## config.mk

```make
export PLATFORM = sky130hd
export DESIGN_NAME = npc_target_gen
export DESIGN_NICKNAME = d
export VERILOG_FILES = /design/src/rtl/npc_pkg.sv /design/src/rtl/npc_branch_calc.sv /design/src/rtl/npc_jump_calc.sv /design/src/rtl/npc_select.sv /design/src/rtl/npc_target_gen.sv
export SDC_FILE = /design/constraint.sdc
export NUM_CORES = 1
export LEC_CHECK = 0
export BUFFER_PORTS_ARGS = -buffer_cell sky130_fd_sc_hd__buf_2
export CORE_UTILIZATION = 40
export DETAILED_ROUTE_END_ITERATION = 10
export PLACE_DENSITY = 0.62
export SETUP_SLACK_MARGIN = 0.5
export SLEW_MARGIN = 30
export SYNTH_ARGS = -nofsm -noshare
export SYNTH_HDL_FRONTEND = slang
export SYNTH_SLANG_ARGS = --single-unit
export TNS_END_PERCENT = 30
```

## constraint.sdc

```tcl
create_clock -name clk -period 5 [get_ports clk]
set_clock_uncertainty 0.05 [all_clocks]
set_input_delay 0.5 -clock clk [delete_from_list [all_inputs] [get_ports clk]]
set_output_delay 0.5 -clock clk [all_outputs]
set_load 0.01 [all_outputs]
```

## src/rtl/npc_pkg.sv

```systemverilog
package npc_pkg;
   typedef enum logic [1:0] {
      FLOW_SEQ    = 2'd0,
      FLOW_BRANCH = 2'd1,
      FLOW_JUMP   = 2'd2,
      FLOW_JREG   = 2'd3
   } flow_kind_t;
endpackage

```

## src/rtl/npc_branch_calc.sv

```systemverilog
module npc_branch_calc #(
   parameter int ADDR_W  = 32,
   parameter int DISP_W  = 16,
   parameter int ALIGN_B = 2
) (
   input  logic [ADDR_W-1:0] seq_pc,
   input  logic [DISP_W-1:0] disp,
   output logic [ADDR_W-1:0] target
);
   localparam int EXT_W = ADDR_W - DISP_W - ALIGN_B;

   initial begin
      if (EXT_W < 1) $error("npc_branch_calc: displacement too wide for address");
   end

   logic [ADDR_W-1:0] offset;
   assign offset = {{EXT_W{disp[DISP_W-1]}}, disp, {ALIGN_B{1'b0}}};
   assign target = seq_pc + offset;
endmodule

```

## src/rtl/npc_jump_calc.sv

```systemverilog
module npc_jump_calc #(
   parameter int IDX_W   = 26,
   parameter int SEG_W   = 4,
   parameter int ALIGN_B = 2
) (
   input  logic [SEG_W-1:0]               pc_seg,
   input  logic [IDX_W-1:0]               index,
   output logic [SEG_W+IDX_W+ALIGN_B-1:0] target
);
   initial begin
      if (SEG_W < 1) $error("npc_jump_calc: no region bits left");
   end

   assign target = {pc_seg, index, {ALIGN_B{1'b0}}};
endmodule

```

## src/rtl/npc_select.sv

```systemverilog
module npc_select
   import npc_pkg::*;
#(
   parameter int ADDR_W  = 32,
   parameter int ALIGN_B = 2,
   parameter int SEG_W   = 4
) (
   input  logic              clk,
   input  logic              rst_n,
   input  flow_kind_t        kind,
   input  logic              cond_true,
   input  logic              link_req,
   input  logic [ADDR_W-1:0] cur_pc,
   input  logic [ADDR_W-1:0] seq_pc,
   input  logic [ADDR_W-1:0] br_target,
   input  logic [ADDR_W-1:0] jmp_target,
   input  logic [ADDR_W-1:0] reg_target,
   output logic [ADDR_W-1:0] npc,
   output logic              redir,
   output logic              fault,
   output logic              link_ok
);
   logic misaligned;
   assign misaligned = |reg_target[ALIGN_B-1:0];

   always_comb begin
      npc   = seq_pc;
      fault = 1'b0;
      unique case (kind)
         FLOW_SEQ:    npc = seq_pc;
         FLOW_BRANCH: if (cond_true) npc = br_target;
         FLOW_JUMP:   npc = jmp_target;
         FLOW_JREG: begin
            if (misaligned) fault = 1'b1;
            else            npc   = reg_target;
         end
         default:     npc = seq_pc;
      endcase
   end

   assign redir   = (npc != seq_pc);
   assign link_ok = link_req && (kind == FLOW_JUMP || kind == FLOW_JREG) && !fault;


   fault_no_redirect_chk: assert property (@(posedge clk) disable iff (!rst_n)
      fault |-> !redir && !link_ok);

   seq_no_redirect_chk: assert property (@(posedge clk) disable iff (!rst_n)
      (kind == FLOW_SEQ) |-> !redir);

   jump_region_chk: assert property (@(posedge clk) disable iff (!rst_n)
      (kind == FLOW_JUMP) |-> npc[ADDR_W-1 -: SEG_W] == cur_pc[ADDR_W-1 -: SEG_W]);

   not_taken_chk: assert property (@(posedge clk) disable iff (!rst_n)
      (kind == FLOW_BRANCH && !cond_true) |-> npc == seq_pc);
endmodule

```

## src/rtl/npc_target_gen.sv

```systemverilog
module npc_target_gen
   import npc_pkg::*;
#(
   parameter int ADDR_W  = 32,
   parameter int DISP_W  = 16,
   parameter int IDX_W   = 26,
   parameter int INSTR_B = 4,
   parameter bit REG_OUT = 1'b1
) (
   input  logic              clk,
   input  logic              rst_n,
   input  logic [31:0]       cur_pc,
   input  logic [15:0]       br_disp,
   input  logic [25:0]       jmp_index,
   input  logic [31:0]       reg_target,
   input  logic              cond_true,
   input  logic [1:0]        flow_kind,
   input  logic              link_req,
   output logic [31:0]       next_pc,
   output logic              redirect,
   output logic [31:0]       link_addr,
   output logic              link_valid,
   output logic              align_fault
);
   localparam int ALIGN_B = $clog2(INSTR_B);
   localparam int SEG_W   = ADDR_W - IDX_W - ALIGN_B;

   initial begin
      if (ADDR_W != 32 || DISP_W != 16 || IDX_W != 26)
         $error("npc_target_gen: port widths fixed at 32/16/26");
      if (INSTR_B != (1 << ALIGN_B)) $error("npc_target_gen: INSTR_B must be a power of two");
      if (SEG_W < 1) $error("npc_target_gen: jump index leaves no region bits");
   end

   flow_kind_t        kind;
   logic [ADDR_W-1:0] seq_pc, br_tgt, jmp_tgt, npc_c;
   logic              redir_c, fault_c, link_c;

   assign kind   = flow_kind_t'(flow_kind);
   assign seq_pc = cur_pc + ADDR_W'(INSTR_B);

   npc_branch_calc #(.ADDR_W(ADDR_W), .DISP_W(DISP_W), .ALIGN_B(ALIGN_B)) i_branch (
      .seq_pc (seq_pc),
      .disp   (br_disp),
      .target (br_tgt)
   );

   npc_jump_calc #(.IDX_W(IDX_W), .SEG_W(SEG_W), .ALIGN_B(ALIGN_B)) i_jump (
      .pc_seg (cur_pc[ADDR_W-1 -: SEG_W]),
      .index  (jmp_index),
      .target (jmp_tgt)
   );

   npc_select #(.ADDR_W(ADDR_W), .ALIGN_B(ALIGN_B), .SEG_W(SEG_W)) i_select (
      .clk        (clk),
      .rst_n      (rst_n),
      .kind       (kind),
      .cond_true  (cond_true),
      .link_req   (link_req),
      .cur_pc     (cur_pc),
      .seq_pc     (seq_pc),
      .br_target  (br_tgt),
      .jmp_target (jmp_tgt),
      .reg_target (reg_target),
      .npc        (npc_c),
      .redir      (redir_c),
      .fault      (fault_c),
      .link_ok    (link_c)
   );

   generate
      if (REG_OUT) begin : g_reg
         always_ff @(posedge clk) begin
            if (!rst_n) begin
               next_pc     <= '0;
               redirect    <= 1'b0;
               link_addr   <= '0;
               link_valid  <= 1'b0;
               align_fault <= 1'b0;
            end else begin
               next_pc     <= npc_c;
               redirect    <= redir_c;
               link_addr   <= seq_pc;
               link_valid  <= link_c;
               align_fault <= fault_c;
            end
         end
      end else begin : g_comb
         assign next_pc     = npc_c;
         assign redirect    = redir_c;
         assign link_addr   = seq_pc;
         assign link_valid  = link_c;
         assign align_fault = fault_c;
      end
   endgenerate


   fault_excl_chk: assert property (@(posedge clk) disable iff (!rst_n)
      $onehot0({redirect, align_fault}));
endmodule

```

* Word-level counts from Yosys, hierarchy flattened
Cells that the tools add are included.
** Word-level totals
- Flip-flop bits (word level) :: 67
- Logic and storage cells :: 22
- Output and inout port bits :: 67
- Input bits :: 112
** Cells by class
- Multiplexer cells :: 5
- Add/sub/neg operators :: 2
- Equality and inequality tests :: 4
- Reductions and logical operators :: 6
** Operators with widths (number)
- $pmux 32 s4 :: 1
- $mux 32 :: 2
- $add 32x3->32 const B :: 1
- $add 32x32->32 :: 1
- $ne 32x32->1 :: 1
- $eq 2x2->1 const B :: 2
- $eq 2x1->1 const B :: 1
- $logic_and 1x1->1 :: 2
- $logic_not 2->1 :: 1
- $mux 1 :: 2
- $reduce_or 2->1 :: 1
- $logic_not 1->1 :: 1
- $logic_or 1x1->1 :: 1

* Depth between registers and ports, before layout
Gate-level depths: netlist of the first run.
- Word-level depth :: 5
- Gate-level depth with buffers :: 20

* Modules after synthesis
From an unflattened synthesis of the first run, not the netlist that was laid out.
** Unflattened totals
- Cell total of the unflattened synthesis :: 995
- Area, all modules :: 7225.7 um2
** By module, submodules not included
- npc_select :: seq. area each 0.0 um2, times used 1, area each 2651.3 um2, cells an instance 472
- npc_target_gen :: seq. area each 1341.3 um2, times used 1, area each 2566.2 um2, cells an instance 253
- npc_branch_calc :: seq. area each 0.0 um2, times used 1, area each 1764.2 um2, cells an instance 237
- npc_jump_calc :: seq. area each 0.0 um2, times used 1, area each 244.0 um2, cells an instance 33

* Least setup slack after synthesis of the first run
No wires, ideal clock.
- Path type :: input to register
- Start point :: input cur_pc[2]
- End point :: register redirect
- Data arrival time :: 4.093 ns
- Cell stages on the path :: 18
- Slack :: 0.718 ns
- Data required time :: 4.812 ns
- Path through :: ha_1 -> nand2_1 -> nor2_4 -> and4_1 -> xnor2_1 -> inv_1 -> ha_1 -> clkbuf_1 -> nand2_1 -> o31ai_4 -> xor2_1 -> nor2_1 -> a32o_1 -> or4_1 -> nor4_1 -> nand4_1 -> nor4_1 -> a41oi_1
** On the way
- Word-level cells in the longest chain between the ends :: 5
- Elaborated cells on any way between the ends :: 6
- Classes of those cells :: add/sub (2); eq/ne (1); mux (3)
** Ends and longest elaborated chain
- start, declared :: line npc_target_gen.sv:12 : input logic [31:0] cur_pc,
- $add 32x3->32 * :: line npc_target_gen.sv:40 : assign seq_pc = cur_pc + ADDR_W'(INSTR_B);
- net i_branch.seq_pc[12] :: line npc_branch_calc.sv:6 : input logic [ADDR_W-1:0] seq_pc,
- $add 32x32->32 :: line npc_branch_calc.sv:18 : assign target = seq_pc + offset;
- $mux 32 :: line npc_select.sv:31 : FLOW_BRANCH: if (cond_true) npc = br_target;
- $pmux 32 s4 :: line npc_select.sv:29 : unique case (kind)
- $ne 32x32->1 * :: line npc_select.sv:41 : assign redir = (npc != seq_pc);
- end signal, assigned :: line npc_target_gen.sv:82 : redirect <= redir_c;
- end, declared :: line npc_target_gen.sv:20 : output logic redirect,
The timed path passes the listed nets; every way through them passes the cells marked *.
A chain may end at the register's enable or synchronous reset.

* Worst setup path in the final report of the first run
Same ends and word-level chain as after synthesis.

==> results of run 1 <==
## logic make-up (layout without fill, tap and decap cells)
logic type / count (synthesis) / after routing / synth area share [%]
xor gates and xnor gates: 54 / 54 / 7.71
muxes: 7 / 7 / 1.13
buffers and inverters: 88 / 309 / 5.42
DFF: 67 / 67 / 21.2
and+or+nand+nor: 335 / 335 / 25.9
adders and majority gates: 36 / 36 / 7.23
AOI/OAI and AO/OA: 300 / 300 / 31.4
## layout make-up
class / instances / area share, %
inverters: 37 / 1.68
repair buffers: 256 / 17.8
clock buffers: 11 / 2.81
clock inverters: 5 / 0.362
multi-input cells: 732 / 58.0
flip-flops and latches: 67 / 16.2
well taps: 211 / 3.19
## metal layers
metal | track usage (%) | share of wire, % | vias up
li1 | - | - | 3687
met1 | 47.5 | 44 | 3644
met2 | 48.3 | 42 | 492
met3 | 7.60 | 12 | 56
met4 | 11.8 | 2.6 | 0
met5 | 0 | 0 | -
## report_power, final
part	internal, mW	switching, mW
logic	0.322	0.489
registers	0.573	0.00942
clock network	0.333	0.246
## Yosys cell counts (all sizes together), types with 11 or more instances
cell    number  area (sq um)
nor3        15          95.1
a31oi       14          87.6
nand4       24           171
nand3       29           145
inv         34           128
a21oi       86           430
clkbuf      37           139
xor2        24           218
o21ai       61           305
dfxtp       67          1340
a211oi      14           105
o22ai       12          75.1
nor2       127           487
a21o        16           120
ha          35           438
and2        20           128
nand2b      11          68.8
nand2       64           240
buf         14          65.1
xnor2       30           270
## flip-flops by register name (all words and copies together) (netlist names)
signal	cells
link_valid	1
next_pc	32
link_addr	32
align_fault	1
redirect	1
## stage by stage
stage	power (mW)	cells	hold WS, ns
after floorplan	1.05	887	0.564
after global placement	1.37	1302	0.672
after detailed placement	1.36	1302	0.687
after CTS	1.94	1318	0.325
after global routing	2.07	1319	0.325
final	1.97	1319	0.331
## worst max-delay path by stage
stage	to	slack, ns	cells past startpoint
6_report	redirect	0.69	19
5_1_grt	redirect	0.50	21
4_1_cts	redirect	0.52	21
3_5_place_dp	redirect	0.07	21
3_3_place_gp	redirect	0.08	21
2_1_floorplan	redirect	0.72	18
## timing repair
item                       CTS  global route
setup buffers                0             1
pin swaps                    0             3
resized for setup            3            25
setup endpoints to repair    2             5
==> results.ini, run 1 <==
[status]
status=completed

[power]
ir_worst_vdd_mv=0.167
power.density_nw_per_um2=238
power.leakage_nw=3.75

[hold_path]
min_to=link_valid
min_path_cells=3
min-delay-start=link_req
hold_class=in -> reg

[drt]
drt_iter0_drc=790
vias=7879
vias_per_cell=5.97
drc_errors=0
post_drt_wl_per_cell_um=20.7
dr.pass1.iters=5
drtAntennaViolNets=0
wl_mm=27.3

[synth]
ys_types=81
syn-num-nets=1035
seq_area_frac_synth_pct=21.2
ys.flop_type=dfxtp_1
yosysWarningCount=0
synth-edff-count=0
netlist_instances=887
synth_seq_cells=67
synthArstFlopShare_pct=0
netlist_area_sq_um=6330
syn_area_per_cell_sq_um=7.14

[critical_path]
crit_path_end_kind=flip-flop
cp_slowest_stage_delay_ns=0.52
cp.buffers_inverters=2
crit_type=in -> reg
path_delay_family=simple AND/OR/NAND/NOR gates
timing.critical_path.from=cur_pc[2]
critPathArrivalTime_ns=4.46
setup.worst_path.start_class=input port
critPathSlowestCell=or4_1
cp_cell_sequence=buf_2, ha_4, nand2_1, nor2_4, and4_1, xnor2_2, inv_1, ha_2, a21o_1, a31oi_2, o31ai_4, xor2_1, nor2_1, a32o_1, or4_1, nor4_4, nand4_1, nor4_2, a41oi_1
crit_path_max_fanout=9
crit_required_ns=5.15

[timing]
finalCriticalPeriod_ns=4.31
hold_viol_final=0
fmax_mhz=232
rsz0062_at_grt=false
finalCritPeriodShare_pct=86.2
setup_violations=0
worstMarginPinSlew_ns=1.02
max_slew_margin_pct=31.3
slew_viol_final=0
worst_slack_ns=0.691
fin_tns_setup_ns=0

[cts]
cts_inserted_buffers=9
cts-root-buf=clkbuf_16
h-tree-depth=3
cts_tree=done
clockBufferDepth=2
numClockSinks=67
hold_buffers=0
clkSlewWorstSetupHoldPaths_ns=0.06

[grt]
grt_max_degree=44
grt_pass1_vias=7080
antenna_found_initial=0
grt-ovfl-total=0
grt_use_total_pct=33.2
grt_pass1_wl_mm=41.0

[final_layout]
stdcell_area_sq_um=8290
mostFrequentLayoutCells=178 x buf_2, 125 x nor2_1, 83 x a21oi_1
fin_nets=1251
drive_gt1_share_pct=28.6
n_antenna_cell=0
final_common_cell=buf_2
fill_cells=1559
multi_input_area_sq_um=4800
regArea_sq_um=1340
syn_to_final_growth_pct=30.9
fin_util_pct=54.1

[floorplan]
num_rows=45
core_area_sq_um=15300
die_x_um=128
start_util_pct=41.3
die_h_um=128
io_pins=179
dieArea_sq_um=16300

[place]
gp_congestion=0.969
dp_hpwl_mm=21.4
portBuffers=178
dpl_worst_slack_ns=0.0725
placed_cell_area_sq_um=7860

[flow_run]
maxCapViolations=0

Note: power is estimated with default switching activity, not from simulation.
==> run 2, diff against run 1 <==
Settings changed: CTS_BUF_LIST set to sky130_fd_sc_hd__clkbuf_4 sky130_fd_sc_hd__clkbuf_8.
==> results.ini, run 2 (synthesis gave the netlist of run 1 again) <==
[place]
dp_hpwl_mm=21.4  ; unchanged
dp.cells=1302  ; unchanged
portBuffers=178  ; unchanged
gp_congestion=0.969  ; unchanged
placed_cell_area_sq_um=7860  ; unchanged

[timing]
rsz0062_at_grt=false
fin_tns_setup_ns=0  ; unchanged
fmax_mhz=232  ; about the same
setup_violations=0  ; unchanged
finalCritPeriodShare_pct=86.2  ; about the same
finalCriticalPeriod_ns=4.31  ; +0.00289 ns
max_slew_margin_pct=28.9  ; -2.4 points
worstMarginPinSlew_ns=1.05  ; +0.0352 ns
hold_viol_final=0  ; unchanged
slew_viol_final=0  ; unchanged

[power]
power.leakage_nw=3.71  ; -1.1%
pwr-share-seq_pct=32.2  ; +2.7 points
power.density_nw_per_um2=221  ; -7.2%
p_switching_mw=0.724  ; -2.7%
ir_worst_vdd_mv=0.113  ; -33%
power_frac_comb_pct=44.8  ; +3.7 points
swShare_pct=40.1  ; +2.4 points
internal_power_mw=1.08  ; -12%
pwr-share-clk_pct=23.0  ; -6.4 points

[status]
status=completed

[final_layout]
syn_to_final_growth_pct=29.0
drive_gt1_share_pct=28.4  ; -0.18 points
fin_cells=1319  ; unchanged
fill_cells=1587  ; +1.8%
mostFrequentLayoutCells=178 x buf_2, 125 x nor2_1, 84 x a21oi_1
fin_util_pct=53.3  ; -0.78 points
top_regs=link_addr (32), next_pc (32)
fin_nets=1251  ; unchanged
stdcell_area_sq_um=8170  ; -1.4%
n_antenna_cell=0  ; unchanged
final_common_cell=buf_2

[hold_path]
min-delay-start=link_req
min_to=link_valid
min_path_cells=3  ; unchanged
hold_class=in -> reg

[critical_path]
critPathArrivalTime_ns=4.49  ; +0.03 ns
crit_required_ns=5.18  ; +0.03 ns
crit_path_max_fanout=6  ; -3
cp.buffers_inverters=3  ; +1
crit_path_end_kind=flip-flop
cp_cell_sequence=buf_2, nand3_1, buf_4, or4_4, nand2_1, ha_1, and2_1, a21oi_1, o221a_2, nor2_1, nor3_1, buf_4, xnor2_1, o21ai_1, nor2_1, nor4_4, nand4_1, nor4_2, a41oi_1
path_depth=19  ; unchanged
path_delay_family=simple AND/OR/NAND/NOR gates
setup.worst_path.start_class=input port
crit_type=in -> reg
critPathSlowestCell=or4_4
cp_slowest_stage_delay_ns=0.45  ; -0.07 ns

[floorplan]
core_area_sq_um=15300  ; unchanged
die_x_um=128  ; unchanged
die_h_um=128  ; unchanged
io_pins=179  ; unchanged
num_rows=45  ; unchanged
start_util_pct=41.3  ; unchanged
dieArea_sq_um=16300  ; unchanged

[drt]
drtAntennaViolNets=0  ; unchanged
drc_errors=0  ; unchanged
vias=7874  ; -0.063%
vias_per_cell=5.97  ; about the same
post_drt_wl_per_cell_um=20.6  ; -0.30%
drt_iter0_drc=763  ; -3.4%
wl_mm=27.2  ; -0.30%
dr.pass1.iters=5  ; unchanged

[flow_run]
maxCapViolations=0  ; unchanged

[cts]
clkSlewWorstSetupHoldPaths_ns=0.08  ; +0.02 ns
hold_buffers=0  ; unchanged
cts_inserted_buffers=9  ; unchanged
cts-root-buf=clkbuf_8
h-tree-depth=3  ; unchanged
clockBufferDepth=2  ; unchanged
numClockSinks=67  ; unchanged
cts_tree=done

[grt]
grt_use_total_pct=33.1  ; -0.077 points
grt_max_degree=44  ; unchanged
antenna_found_initial=0  ; unchanged
grt-ovfl-total=0  ; unchanged
grt_pass1_wl_mm=40.9  ; -0.17%
grt_pass1_vias=7129  ; +0.69%

[run 2: routing by layer]
layer  up-vias  global-route usage, %  routed length, um
li1       3683                      -                  -
met1      3645                   46.8              11800
met2       485                   48.4              11300
met3        61                   8.31               3300
met4         0                   11.5                743
met5         -                      0                  0
[run 2: final cells by class]
cell class | count | area (sq um) | share of cell area (%)
multi-input combinational | 732 | 4780 | 58.5
clock buffer | 11 | 139 | 1.70
tap | 211 | 264 | 3.23
sequential | 67 | 1340 | 16.4
inverter | 37 | 139 | 1.70
clock inverter | 5 | 30.0 | 0.368
timing repair buffer | 256 | 1480 | 18.1
[run 2: worst max path at each step]
stage	startpoint	endpoint	slack (ns)
global route	cur_pc[4]	redirect	0.49
finish	cur_pc[2]	redirect	0.69
CTS	cur_pc[2]	redirect	0.51
floorplan	cur_pc[2]	redirect	0.72
global placement	cur_pc[2]	redirect	0.08
detailed placement	cur_pc[2]	redirect	0.07
[run 2: power groups by stage]
stage | clock, mW | sequential, mW | combinational, mW
floorplan | 0 | 0.614 | 0.432
global placement | 0 | 0.593 | 0.774
detailed placement | 0 | 0.594 | 0.769
CTS | 0.425 | 0.581 | 0.773
global route | 0.445 | 0.584 | 0.872
finish | 0.415 | 0.581 | 0.807
[run 2: metrics by stage]
step | setup WS (ns) | hold WS (ns) | total power [mW]
finish | 0.688 | 0.304 | 1.80
global route | 0.490 | 0.294 | 1.90
CTS | 0.515 | 0.284 | 1.78
detailed placement | 0.0725 | 0.687 | 1.36
global placement | 0.0839 | 0.672 | 1.37
floorplan | 0.718 | 0.564 | 1.05
[run 2: what timing repair did]
item                       4_1_cts  5_1_grt
gates resized for setup          2       21
setup endpoints to repair        1        5
buffers inserted                 0        1
pin swaps                        0        3
